### config.mk
export PLATFORM = sky130hd
export DESIGN_NAME = sig_bitstream_gen
export DESIGN_NICKNAME = d
export VERILOG_FILES = /design/src/rtl/sbg_pkg.sv /design/src/rtl/sbg_sig_test.sv /design/src/rtl/sbg_code_form.sv /design/src/rtl/sbg_shifter.sv /design/src/rtl/sig_bitstream_gen.sv
export SDC_FILE = /design/constraint.sdc
export NUM_CORES = 1
export LEC_CHECK = 0
export CELL_PAD_IN_SITES_DETAIL_PLACEMENT = 1
export CELL_PAD_IN_SITES_GLOBAL_PLACEMENT = 1
export CORE_ASPECT_RATIO = 0.6
export CORE_MARGIN = 3
export CORE_UTILIZATION = 26
export CTS_CLUSTER_SIZE = 20
export DETAILED_ROUTE_END_ITERATION = 10
export DONT_BUFFER_PORTS = 1
export PLACE_DENSITY = 0.59
export SLEW_MARGIN = 10
export SYNTH_ARGS = -nofsm -noshare
export SYNTH_HDL_FRONTEND = slang
export SYNTH_SLANG_ARGS = --single-unit
### constraint.sdc
create_clock -name clk -period 3.8 [get_ports clk]
set_input_delay 0.95 -clock clk [delete_from_list [all_inputs] [get_ports clk]]
set_output_delay 0.95 -clock clk [all_outputs]
set_load 0.01 [all_outputs]
### src/rtl/sbg_pkg.sv
package sbg_pkg;
  localparam int CODE_MAX = 3;
  localparam int LEN_W    = $clog2(CODE_MAX + 1);

  typedef enum logic [1:0] {
    STEP_REFINE  = 2'b00,
    STEP_PIXTEST = 2'b01,
    STEP_TREE    = 2'b10,
    STEP_NONE    = 2'b11
  } step_e;

  // bits[CODE_MAX-1] leaves first
  typedef struct packed {
    logic [CODE_MAX-1:0] bits;
    logic [LEN_W-1:0]    len;
    logic                set_sp;
    logic                clr_ip;
    logic                set_ip;
  } code_t;
endpackage

### src/rtl/sbg_sig_test.sv
module sbg_sig_test #(
  parameter int COEF_W  = 16,
  parameter int PLANE_W = $clog2(COEF_W)
) (
  input  logic [COEF_W-1:0]  coeff,
  input  logic [PLANE_W-1:0] plane,
  output logic               sig,
  output logic               sign
);
  logic [COEF_W-1:0] mag;

  always_comb begin
    sign = coeff[COEF_W-1];
    mag  = sign ? (~coeff + 1'b1) : coeff;
    sig  = mag[plane];
  end
endmodule

### src/rtl/sbg_code_form.sv
module sbg_code_form
  import sbg_pkg::*;
(
  input  step_e step,
  input  logic  tag_sp,
  input  logic  tag_ip,
  input  logic  tag_tree,
  input  logic  sig,
  input  logic  sign,
  output code_t code
);
  always_comb begin
    code = '0;
    unique case (step)
      STEP_REFINE: begin
        if (tag_sp) begin
          code.bits = {sig, 2'b00};
          code.len  = LEN_W'(1);
        end
      end
      STEP_PIXTEST: begin
        if (tag_ip) begin
          if (sig) begin
            code.bits   = {1'b1, sign, 1'b0};
            code.len    = LEN_W'(2);
            code.set_sp = 1'b1;
            code.clr_ip = 1'b1;
          end else begin
            code.bits = 3'b000;
            code.len  = LEN_W'(1);
          end
        end
      end
      STEP_TREE: begin
        if (!tag_sp && !tag_ip) begin
          if (sig) begin
            code.bits   = {1'b1, sign, tag_tree};
            code.len    = LEN_W'(3);
            code.set_sp = 1'b1;
          end else begin
            code.bits   = {1'b0, tag_tree, 1'b0};
            code.len    = LEN_W'(2);
            code.set_ip = 1'b1;
          end
        end
      end
      default: code = '0;
    endcase
  end
endmodule

### src/rtl/sbg_shifter.sv
module sbg_shifter #(
  parameter int W     = 3,
  parameter int CNT_W = $clog2(W + 1)
) (
  input  logic             clk,
  input  logic             rst_n,
  input  logic             load,
  input  logic [W-1:0]     ld_bits,
  input  logic [CNT_W-1:0] ld_len,
  output logic             bit_out,
  output logic             bit_sync,
  output logic             can_load
);
  logic [W-1:0]     sreg_q;
  logic [CNT_W-1:0] cnt_q;

  always_ff @(posedge clk) begin
    if (!rst_n) begin
      sreg_q <= '0;
      cnt_q  <= '0;
    end else if (load) begin
      sreg_q <= ld_bits;
      cnt_q  <= ld_len;
    end else if (cnt_q != '0) begin
      sreg_q <= {sreg_q[W-2:0], 1'b0};
      cnt_q  <= cnt_q - 1'b1;
    end
  end

  assign bit_out  = sreg_q[W-1];
  assign bit_sync = (cnt_q != '0);
  assign can_load = (cnt_q <= CNT_W'(1));

  // a code with bits left keeps the stream going next cycle
  p_busy_continues_r8: assert property (@(posedge clk) disable iff (!rst_n)
    (bit_sync && !can_load) |=> bit_sync);

  // the last bit is followed by silence unless a new code loads
  p_drain_ends_r8: assert property (@(posedge clk) disable iff (!rst_n)
    (cnt_q == CNT_W'(1) && !load) |=> !bit_sync);
endmodule

### src/rtl/sig_bitstream_gen.sv
module sig_bitstream_gen
  import sbg_pkg::*;
#(
  parameter int COEF_W  = 16,
  parameter int PLANE_W = $clog2(COEF_W)
) (
  input  logic               clk,
  input  logic               rst_n,
  input  logic               in_valid,
  output logic               in_ready,
  input  logic [COEF_W-1:0]  in_coeff,
  input  logic [PLANE_W-1:0] in_plane,
  input  logic [1:0]         in_step,
  input  logic               in_tag_sp,
  input  logic               in_tag_ip,
  input  logic               in_tag_tree,
  output logic               bit_out,
  output logic               bit_sync,
  output logic               upd_valid,
  output logic               upd_set_sp,
  output logic               upd_clr_ip,
  output logic               upd_set_ip
);
  logic  sig, sign, accept;
  code_t code;

  sbg_sig_test #(.COEF_W(COEF_W), .PLANE_W(PLANE_W)) u_sig (
    .coeff (in_coeff),
    .plane (in_plane),
    .sig   (sig),
    .sign  (sign)
  );

  sbg_code_form u_form (
    .step     (step_e'(in_step)),
    .tag_sp   (in_tag_sp),
    .tag_ip   (in_tag_ip),
    .tag_tree (in_tag_tree),
    .sig      (sig),
    .sign     (sign),
    .code     (code)
  );

  assign accept = in_valid && in_ready;

  sbg_shifter #(.W(CODE_MAX), .CNT_W(LEN_W)) u_shift (
    .clk      (clk),
    .rst_n    (rst_n),
    .load     (accept),
    .ld_bits  (code.bits),
    .ld_len   (code.len),
    .bit_out  (bit_out),
    .bit_sync (bit_sync),
    .can_load (in_ready)
  );

  always_ff @(posedge clk) begin
    if (!rst_n) begin
      upd_set_sp <= 1'b0;
      upd_clr_ip <= 1'b0;
      upd_set_ip <= 1'b0;
    end else begin
      upd_set_sp <= accept && code.set_sp;
      upd_clr_ip <= accept && code.clr_ip;
      upd_set_ip <= accept && code.set_ip;
    end
  end

  assign upd_valid = upd_set_sp || upd_clr_ip || upd_set_ip;

  // updates never contradict each other
  p_upd_exclusive_r10: assert property (@(posedge clk) disable iff (!rst_n)
    !(upd_set_sp && upd_set_ip));

  // an update always rides with the code's first bit
  p_upd_with_bit_r10: assert property (@(posedge clk) disable iff (!rst_n)
    upd_valid |-> bit_sync);

  // clearing the insignificant tag always comes with setting the significant one
  p_clr_pairs_set_r3: assert property (@(posedge clk) disable iff (!rst_n)
    upd_clr_ip |-> upd_set_sp);

  // a non-empty code starts on the next cycle
  p_first_bit_next_r8: assert property (@(posedge clk) disable iff (!rst_n)
    (accept && code.len != '0) |=> bit_sync);

  // a three-bit code holds off the next coefficient
  p_long_code_stalls_r9: assert property (@(posedge clk) disable iff (!rst_n)
    (accept && code.len == LEN_W'(3)) |=> !in_ready);

  // the input stalls only while bits are leaving
  p_stall_means_busy_r9: assert property (@(posedge clk) disable iff (!rst_n)
    !in_ready |-> bit_sync);
endmodule

# Word-level counts from Yosys, hierarchy flattened
# Cells that the tools add are included.
# totals
latchBits	0
ram_bits	0
word_cells	44
ff_bits	8
rom_bits	0
out_inout_bits	7
n_memories	0
input_bits	28
# classes
bitwise_logic	1
n_mux	20
shift	0
n_addsub	2
n_eq_ne	2
n_mul	0
reduce_logical	12
magnitude_cmp	2
div	0
# ops
cell	n
16-bit by 1-bit adder with 16-bit output (second input constant)	1
16-bit two-way mux	1
16-bit NOT	1
5-bit two-way mux	3
5-bit case mux with 3 select lines	1
7-bit two-way mux	1
1-bit two-way mux	6
2-bit two-way mux	3
3-bit two-way mux	2
6-bit two-way mux	1
1-bit logical AND	5
4-bit by 5-bit < comparator with 1-bit output (second input constant)	1
1-bit binary-select mux with 4-bit select	1
2-bit nonzero test	2
2-bit by 1-bit == test with 1-bit output (second input constant)	1
2-bit == test (second input constant)	1
2-bit by 1-bit <= comparator with 1-bit output (second input constant)	1
1-bit logical NOT	2
2-bit logical NOT	1
1-bit logical OR	2
1-bit case mux with 2 select lines	1
2-bit by 1-bit subtractor with 2-bit output (second input constant)	1

# Longest topological paths before layout
# Gate-level depths: netlist of run 1.
# depth
word_depth	9
ltp_mapped	10

# Hierarchy
# Synthesis of run 1 repeated with hierarchy kept, for this count alone.
# unflattened
hier_cells	135
hier_area_um2	1081.0
# by_module_without_submodules
module	area_each_um2	instances	cells_each	seq_area_each_um2
sbg_sig_test	508.0	1	73	0.0
sbg_shifter	287.8	1	29	100.1
sbg_code_form	186.4	1	25	0.0
sig_bitstream_gen	98.8	1	8	60.1

# Least setup slack after synthesis of run 1
# OpenSTA, ideal clock, no wires.
# synth_timing
path_type	input-to-reg
start	in in_coeff[0]
end	reg u_shift.cnt_q[0]
arrival_ps	3225
path_slack_ps	454
stages	10
path_buffers	1
path_cell_list	inv_1 -> ha_1 -> or3b_2 -> buf_4 -> or4_1 -> a311oi_1 -> o21ai_0 -> o2bb2ai_2 -> nor3_2 -> mux2_2
# synth_via
elab_chain_len	9
# synth_rtl
item	line	rtl
start, declared	sig_bitstream_gen.sv:11	input logic [COEF_W-1:0] in_coeff,
16-bit NOT	sbg_sig_test.sv:14	mag = sign ? (~coeff + 1'b1) : coeff;
16-bit by 1-bit adder with 16-bit output	sbg_sig_test.sv:14	
16-bit two-way mux *	sbg_sig_test.sv:14	
1-bit binary-select mux with 4-bit select *	sbg_sig_test.sv:15	sig = mag[plane];
1-bit two-way mux (implied by the code) *	sbg_sig_test.sv:15	
5-bit two-way mux (on tied branches)	sbg_code_form.sv:36, sbg_code_form.sv:23	
6-bit two-way mux or 7-bit two-way mux (tied branches)	sbg_code_form.sv:35, sbg_code_form.sv:22	
5-bit case mux with 3 select lines *	sbg_code_form.sv:14	unique case (step)
2-bit two-way mux *	sbg_shifter.sv:21	end else if (load) begin
end signal, assigned	sbg_shifter.sv:23	cnt_q <= ld_len;
end signal, assigned	sbg_shifter.sv:26	cnt_q <= cnt_q - 1'b1;
end, declared	sbg_shifter.sv:15	logic [CNT_W-1:0] cnt_q;
# Mark *: on every way between the ends. The rest lies on a longest branch, timed or not. The select of a mux whose other input is x is not followed.
# A chain may end at the register's enable or synchronous reset.

# Worst setup path after layout of run 1
# Ends and elaborated chain as after synthesis.

==> results of run 1 <==
-- cell type report --
type	count	area share
multi-input cells	126	0.7352
flip-flops and latches	8	0.1303
well taps	60	0.06110
clock buffers	3	0.03360
inverters	11	0.03360
repair buffers	1	0.006110
-- power by group --
part / total (mW) / internal [mW] / switching, mW
Sequential: 0.0912 / 0.0881 / 0.00309
Clock: 0.103 / 0.0687 / 0.0339
Combinational: 0.0921 / 0.0406 / 0.0514
Total: 0.286 / 0.197 / 0.0884
-- stage by stage --
stage	std cells	setup WS (ns)	hold slack, ns	area [um^2]	utilization
6_report	209	0.4973	0.4960	1229	0.2887
3_5_place_dp	206	0.2791	0.4877	1187	0.2790
3_3_place_gp	206	0.3883	0.4781	1187	0.2790
4_1_cts	209	0.5091	0.4937	1229	0.2887
2_1_floorplan	154	0.4541	0.4621	1190	-
5_1_grt	209	0.3939	0.5370	1229	0.2887
-- registers in the layout, summed over array words and instances, names as in the netlist --
signal	cells
u_shift.cnt_q	2
u_shift.sreg_q	3
upd_clr_ip	1
upd_set_ip	1
upd_set_sp	1
-- routing by layer --
metal | vias to the layer above | global-route usage | wire (um)
met5 | - | 0 | 0
met4 | 0 | 0.02505 | 26
met3 | 4 | 0.03065 | 290
met2 | 42 | 0.2114 | 1575
met1 | 554 | 0.2046 | 1763
li1 | 566 | - | -
-- logic make-up (layout without fill, tap and decap cells) --
logic type | Yosys count | in the layout | synth area share
adders and majority gates | 7 | 7 | 0.07360
muxes | 5 | 5 | 0.04521
xor gates and xnor gates | 7 | 7 | 0.05153
and+or+nand+nor | 65 | 65 | 0.3102
DFF | 8 | 8 | 0.1346
AOI/OAI and AO/OA | 42 | 42 | 0.2787
buffers and inverters | 20 | 15 | 0.1062
-- worst paths after layout --
path                           from                 to  slack, ns  depth (start not counted)
setup reg to reg   u_shift.cnt_q[1]   u_shift.cnt_q[0]       1.88                          8
hold reg to reg   u_shift.sreg_q[0]  u_shift.sreg_q[0]       0.50                          2
setup / recovery        in_coeff[0]   u_shift.cnt_q[0]       0.50                          9
hold / removal    u_shift.sreg_q[0]  u_shift.sreg_q[0]       0.50                          2
-- cell usage in the layout (no fill, tap or decap), drive strengths merged, types with 5 or more instances in the layout --
cell type / count
nand2: 15
ha: 7
xor2: 6
nor2: 9
or3: 5
a21oi: 8
o21ai: 6
dfxtp: 8
nor3: 8
inv: 11
-- critical path, stage by stage --
cell and delay (ns):
inv_1 0.04, ha_1 0.15, or3b_2 0.57, or4_1 0.43, a311oi_1 0.26, o21ai_0 0.15
o2bb2ai_2 0.17, nor3_2 0.33, mux2_2 0.38
==> key figures, run 1 <==
Clocking
  • CTS Hold Bufs: 0
  • H-Tree Depth: 1
  • CTS buffer count: 3
  • Clock Tree Buf Depth: 2
  • Post-CTS Setup Repair Bufs: 0
  • Post-cts resize count: 0
  • Worst-Skew Late Latency: between 0.2 and 0.25 ns
  • Worst-path clk slew: 0.04 ns
  • Clk sinks: 8
  • CTS tree: yes
  • Root buffer cell: clkbuf_8

Global routing
  • Pin count of the biggest net entering global routing: 23
  • Total gr overflow: 0
  • Vias in the first global route: between 1000 and 1500
  • Total Routing Usage GR: 0.1396
  • First-pass GRT wire length: between 6000 and 7000 um
  • Initial antenna violation count: 0

Yosys
  • Synth Flop Type: dfxtp_1
  • Yosys top cell area share: 0.1346
  • Number of library cell types mapped by synthesis: 54
  • Synthesized area per cell: 7.727 um^2
  • Synthesized Nets: around 190
  • Most common cell in the netlist: nand2_1
  • Post-synth ARST share: 0
  • Register area share after synthesis: 0.1346
  • Synth area leaders: dfxtp_1, ha_1, nand2_1
  • Leading area contributor after synthesis: dfxtp_1
  • Post-Synthesis Cell Area: roughly 1200 um^2
  • Post-synth top cells: nand2_1, inv_1, nor2_1
  • Number of flops mapped to enable cells by yosys: 0
  • Post-Syn Instances: between 150 and 200
  • Synth warnings: 0
  • Yosys reg bits: 8

Die
  • Initial Util: 0.2795
  • Die area: approximately 5500 um^2
  • Die width: approximately 93 um
  • Core area: approximately 4300 um^2
  • Die Span Y: slightly below 60 um
  • I/O Pins: 35
  • Row count: 18

Setup path
  • Req. time, crit path: about 3.9 ns
  • CP max FO: 8
  • Critical path class: input pin to flip-flop
  • CP Data Arrival Time: around 3.4 ns
  • Startpoint types: input pin
  • Worst setup EP type: flip-flop

Hold path
  • Min-Delay Path Class: flip-flop to flip-flop

Placement
  • Port Buffer Count: 0
  • DP Wirelength: around 3000 um
  • Gpl congestion: approximately 0.90

Detailed routing
  • WL per Instance: ~17 um
  • Initial DRC Count: 79
  • Router iterations before antenna repair: 4
  • Antenna-violating nets left: 0
  • DRC: 0
  • Via density: 5.579
  • Total number of vias: 1166
  • Wirelength, routed: around 3700 um

Timing
  • F_max: ~0.30 GHz
  • Final min period: 3.303 ns
  • Fin. max-slew vios: 0
  • Hold Fails Final Rpt: 0
  • RSZ-0062 raised after global routing: false
  • Clock Skew: ~0.0046 ns
  • Max-Slew Margin vs Limit: 0.6141
  • Final Cycle Share: 0.8691
  • Post-route setup TNS: 0 ns
  • Final setup fails: 0
  • Worst-margin pin slew: around 0.56 ns

Status
  • Status: completed

Pwr
  • Peak supply drop: about 0.095 mV
  • Total leakage power: approximately 0.46 nW
  • Power Total: 0.2858 mW
  • PD cells: 232.6 nW/um^2

Job
  • Max Cap Viol: 0

Final layout
  • Multi-input gate area: roughly 900 um^2
  • Layout cells sized above 1: 0.1342
  • Register Area: 160.2 um^2
  • # diodes: 0
  • Fin nets: 186
  • Filler Cell Count: 522
  • Layout area overhead: 3.260%
No activity file was read; power rests on OpenSTA's default activity.
==> run 2, diff against run 1 <==
--- a/config.mk
+++ b/config.mk
@@ -7,2 +7,3 @@
 export LEC_CHECK = 0
+export CAP_MARGIN = 0
 export CELL_PAD_IN_SITES_DETAIL_PLACEMENT = 1
==> constraint.sdc (replaced) <==
create_clock -name clk -period 3.8 [get_ports clk]
set_input_delay 0.38 -clock clk [delete_from_list [all_inputs] [get_ports clk]]
set_output_delay 0.38 -clock clk [all_outputs]
set_load 0.01 [all_outputs]
==> key figures, run 2 (synthesis gave the netlist of run 1 again) <==
Job
  • Max Cap Viol: 0

Detailed routing
  • Wirelength, routed: between 3000 and 4000 um
  • Via density: ~5.5
  • Router iterations before antenna repair: 5
  • WL per Instance: 17.10 um
  • DRC: 0
  • Antenna-violating nets left: 0
  • Initial DRC Count: 71
  • Total number of vias: approximately 1200

Clocking
  • CTS Hold Bufs: 0
  • Clk sinks: 8
  • Worst-Skew Late Latency: between 0.2 and 0.25 ns
  • H-Tree Depth: 1
  • CTS buffer count: 3
  • CTS tree: yes
  • Root buffer cell: clkbuf_8
  • Clock Tree Buf Depth: 2
  • Worst-path clk slew: 0.04 ns
  • Post-cts resize count: 0
  • Post-CTS Setup Repair Bufs: 0

Final layout
  • Regs by FF count: u_shift.sreg_q x3, u_shift.cnt_q x2
  • Layout area overhead: 2.629%
  • Max reg flops: 3
  • Finished Core Util: 0.2869
  • Fin nets: around 190
  • Layout cells sized above 1: 0.1284
  • Filler Cell Count: between 500 and 600
  • Most common cell after layout, fill and taps aside: nand2_1
  • Commonest non-fill, non-tap cells in the layout: nand2_1, inv_1, nor2_1
  • # diodes: 0
  • Largest Register: u_shift.sreg_q

Timing
  • Hold Fails Final Rpt: 0
  • Fin. max-slew vios: 0
  • Worst setup margin: between 1 and 1.5 ns
  • Clock Skew: 0.007046 ns
  • Post-route setup TNS: 0 ns
  • Max-Slew Margin vs Limit: 0.5847
  • RSZ-0062 raised after global routing: false
  • Final Cycle Share: 0.7238
  • Final min period: around 2.8 ns
  • Worst-margin pin slew: around 0.6 ns
  • Final setup fails: 0
  • F_max: 0.3636 GHz

Global routing
  • Pin count of the biggest net entering global routing: 23
  • Total Routing Usage GR: 0.1341
  • First-pass GRT wire length: roughly 6000 um
  • Total gr overflow: 0
  • Vias in the first global route: 1227
  • Initial antenna violation count: 0

Pwr
  • PD cells: approximately 230 nW/um^2
  • Total leakage power: approximately 0.46 nW
  • Power Total: roughly 0.28 mW
  • Peak supply drop: 0.1116 mV

Status
  • Status: completed

Placement
  • Place WS: just over 0.8 ns
  • DP Wirelength: 2956 um
  • Port Buffer Count: 0
  • Gpl congestion: around 0.87

Setup path
  • Req. time, crit path: approximately 3.9 ns
  • CP Data Arrival Time: about 2.9 ns
  • CP max FO: 8
  • Worst setup EP type: flip-flop
  • Startpoint types: input pin
  • Critical path class: input pin to flip-flop

Die
  • Row count: 18
  • I/O Pins: 35
  • Core area: about 4300 um^2
  • Initial Util: 0.2795
  • Die Span Y: about 58 um
  • Die width: around 93 um
  • Die area: approximately 5500 um^2

Hold path
  • Min-Delay Path Class: input pin to flip-flop
run 2: changes by cell type in the layout (fill, tap and decap cells not counted):
cell	before	now
buf_4	1	0
run 2: path summary, 6_finish.rpt:
check	to	slack, ns	cells after the start	start
hold reg to reg	u_shift.sreg_q[0]	0.52	2	u_shift.sreg_q[0]
setup / recovery	u_shift.cnt_q[0]	1.05	9	in_coeff[0]
hold / removal	u_shift.sreg_q[2]	0.31	2	rst_n
setup reg to reg	u_shift.cnt_q[0]	1.85	8	u_shift.cnt_q[1]
run 2: final cells by class:
type	count	area (um^2)	share of cell area
Inverter	11	41.29	0.03381
Clock buffer	3	41.29	0.03381
Sequential cell	8	160.2	0.1311
Multi-Input combinational cell	126	903.4	0.7398
Tap cell	60	75.07	0.06148
run 2: worst max-delay path, cell delays in order:
cell	delay, ns
inv_1	0.04
ha_1	0.15
or3b_2	0.57
or4_1	0.44
a311oi_1	0.27
o21ai_0	0.14
o2bb2ai_2	0.15
nor3_2	0.33
mux2_2	0.38
run 2: layer usage:
| layer | track usage | vias up | routed length [um] |
|---|---|---|---|
| met5 | 0 | - | 0 |
| li1 | - | 563 | - |
| met4 | 0.02714 | 0 | 13 |
| met3 | 0.04470 | 4 | 257 |
| met1 | 0.1824 | 553 | 1735 |
| met2 | 0.2083 | 33 | 1549 |
run 2: metrics by stage:
step | instances | hold slack (ns) | area (um^2)
2_1_floorplan | 154 | 0.4621 | 1190
3_3_place_gp | 205 | 0.4763 | 1180
3_5_place_dp | 205 | 0.5109 | 1180
4_1_cts | 208 | 0.3091 | 1221
5_1_grt | 208 | 0.3347 | 1221
6_report | 208 | 0.3109 | 1221
run 2: report_power, final:
part | internal [mW] | switching (mW)
Combinational | 0.0401 | 0.0502
Sequential | 0.0881 | 0.00313
Clock | 0.0686 | 0.0336
==> run 3, diff against run 2 <==
Clock period 3.8 ns to 2.8 ns, I/O delays scaled along.
==> key figures, run 3 (synthesis gave the netlist of run 1 again) <==
Setup path
  • CP delay by family, top: simple AND/OR/NAND/NOR gates
  • Worst setup EP type: flip-flop
  • Worst-path cell chain: inv_1 > ha_1 > or3b_2 > or4_1 > a311oi_1 > o21ai_0 > o2bb2ai_2 > nor3_2 > mux2_2
  • Critical path class: input pin to flip-flop
  • Req. time, crit path: slightly below 3 ns
  • Slowest CP cell: or3b_2
  • CP max FO: 4
  • Startpoint types: input pin
  • Worst Path Buf+Inv: 1
  • Crit-path max cell delay: 0.51 ns
  • CP Data Arrival Time: between 2 and 3 ns
  • Worst r2r path cells: 7
  • Crit path depth: 9

Clocking
  • Worst-Skew Late Latency: approximately 0.23 ns
  • CTS tree: yes
  • Clk sinks: 8
  • CTS Hold Bufs: 0
  • Root buffer cell: clkbuf_8
  • H-Tree Depth: 1
  • Clock Tree Buf Depth: 2
  • CTS buffer count: 3
  • Post-cts resize count: 0
  • Worst-path clk slew: 0.04 ns
  • Post-CTS Setup Repair Bufs: 0

Detailed routing
  • DRC: 0
  • WL per Instance: ~18 um
  • Total number of vias: approximately 1200
  • Initial DRC Count: approximately 160
  • Met3 WL: around 370 um
  • Top Metal Used: met4
  • Wirelength, routed: just under 4000 um
  • WL met2: between 1500 and 2000 um
  • Via density: approximately 5.7
  • Antenna-violating nets left: 0
  • Router iterations before antenna repair: 4
  • M1 WL: approximately 1800 um

Timing
  • Final Cycle Share: 0.9482
  • Final hold slack: between 0.2 and 0.25 ns
  • Max-Slew Margin vs Limit: 0.5794
  • Worst-margin pin slew: approximately 0.6 ns
  • Post-route setup TNS: 0 ns
  • F_max: ~0.38 GHz
  • Final setup fails: 0
  • Final min period: 2.655 ns
  • Fin. max-slew vios: 0
  • Clock Skew: ~0.0063 ns
  • Hold Fails Final Rpt: 0
  • RSZ-0062 raised after global routing: false

Die
  • Initial Util: 0.2795
  • Row count: 18
  • Die width: approximately 93 um
  • I/O Pins: 35
  • Die Span Y: roughly 58 um
  • Die area: around 5500 um^2
  • Core area: between 4000 and 5000 um^2

Status
  • Status: completed

Final layout
  • Largest Register: u_shift.sreg_q
  • # diodes: 0
  • Regs by FF count: u_shift.sreg_q x3, u_shift.cnt_q x2
  • Max reg flops: 3
  • Commonest non-fill, non-tap cells in the layout: nand2_1, inv_1, nor2_1
  • Most common cell after layout, fill and taps aside: nand2_1
  • Fin nets: roughly 190
  • Layout cells sized above 1: 0.1457
  • Layout area overhead: 4.521%
  • Layout Cells excl Fill: between 200 and 250

Pwr
  • Peak supply drop: about 0.10 mV
  • Power Total: 0.3904 mW
  • Total leakage power: ~0.47 nW
  • PD cells: approximately 310 nW/um^2

Global routing
  • Pin count of the biggest net entering global routing: 23
  • Total Routing Usage GR: 0.1443
  • Total gr overflow: 0
  • Initial antenna violation count: 0
  • Vias in the first global route: about 1200
  • First-pass GRT wire length: between 6000 and 7000 um

Placement
  • Gpl congestion: a little under 0.9
  • DP Wirelength: ~3200 um
  • Placed cells: roughly 210
  • Port Buffer Count: 0

Hold path
  • Hold path cells: 2
  • Min-Delay Path Class: input pin to flip-flop

Job
  • Max Cap Viol: 0
-- run 3: layout make-up --
class	count	area (um^2)
inverters	11	41.29
well taps	60	75.07
fillers	521	3013
repair buffers	3	22.52
multi-input cells	126	903.4
flip-flops and latches	8	160.2
clock buffers	3	41.29
-- run 3: per-stage QoR --
step	utilization	area (um^2)	worst slack, ns
3_3_place_gp	0.2825	1202	0.1049
2_1_floorplan	-	1190	0.1241
4_1_cts	0.2922	1244	0.1428
6_report	0.2922	1244	0.1449
3_5_place_dp	0.2825	1202	-0.1027
5_1_grt	0.2922	1244	0.06927
-- run 3: power breakdown --
| group | internal [mW] | switching (mW) | total (mW) | leakage (nW) |
|---|---|---|---|---|
| Sequential | 0.120 | 0.00448 | 0.124 | 0.0648 |
| Clock | 0.0932 | 0.0461 | 0.139 | 0.0216 |
| Combinational | 0.0560 | 0.0711 | 0.127 | 0.385 |
| Total | 0.269 | 0.122 | 0.390 | 0.471 |
-- run 3: metal layers --
metal	track usage	vias to the layer above
li1	-	568
met1	0.2034	575
met2	0.2124	53
met3	0.04725	7
met4	0.03549	0
met5	0	-
-- run 3: path summary, 6_finish.rpt --
check | start | to | slack, ns
setup / recovery | in_coeff[0] | u_shift.sreg_q[1] | 0.14
hold / removal | rst_n | u_shift.sreg_q[2] | 0.21
setup reg to reg | u_shift.cnt_q[0] | u_shift.sreg_q[1] | 0.86
hold reg to reg | u_shift.sreg_q[0] | u_shift.sreg_q[0] | 0.49
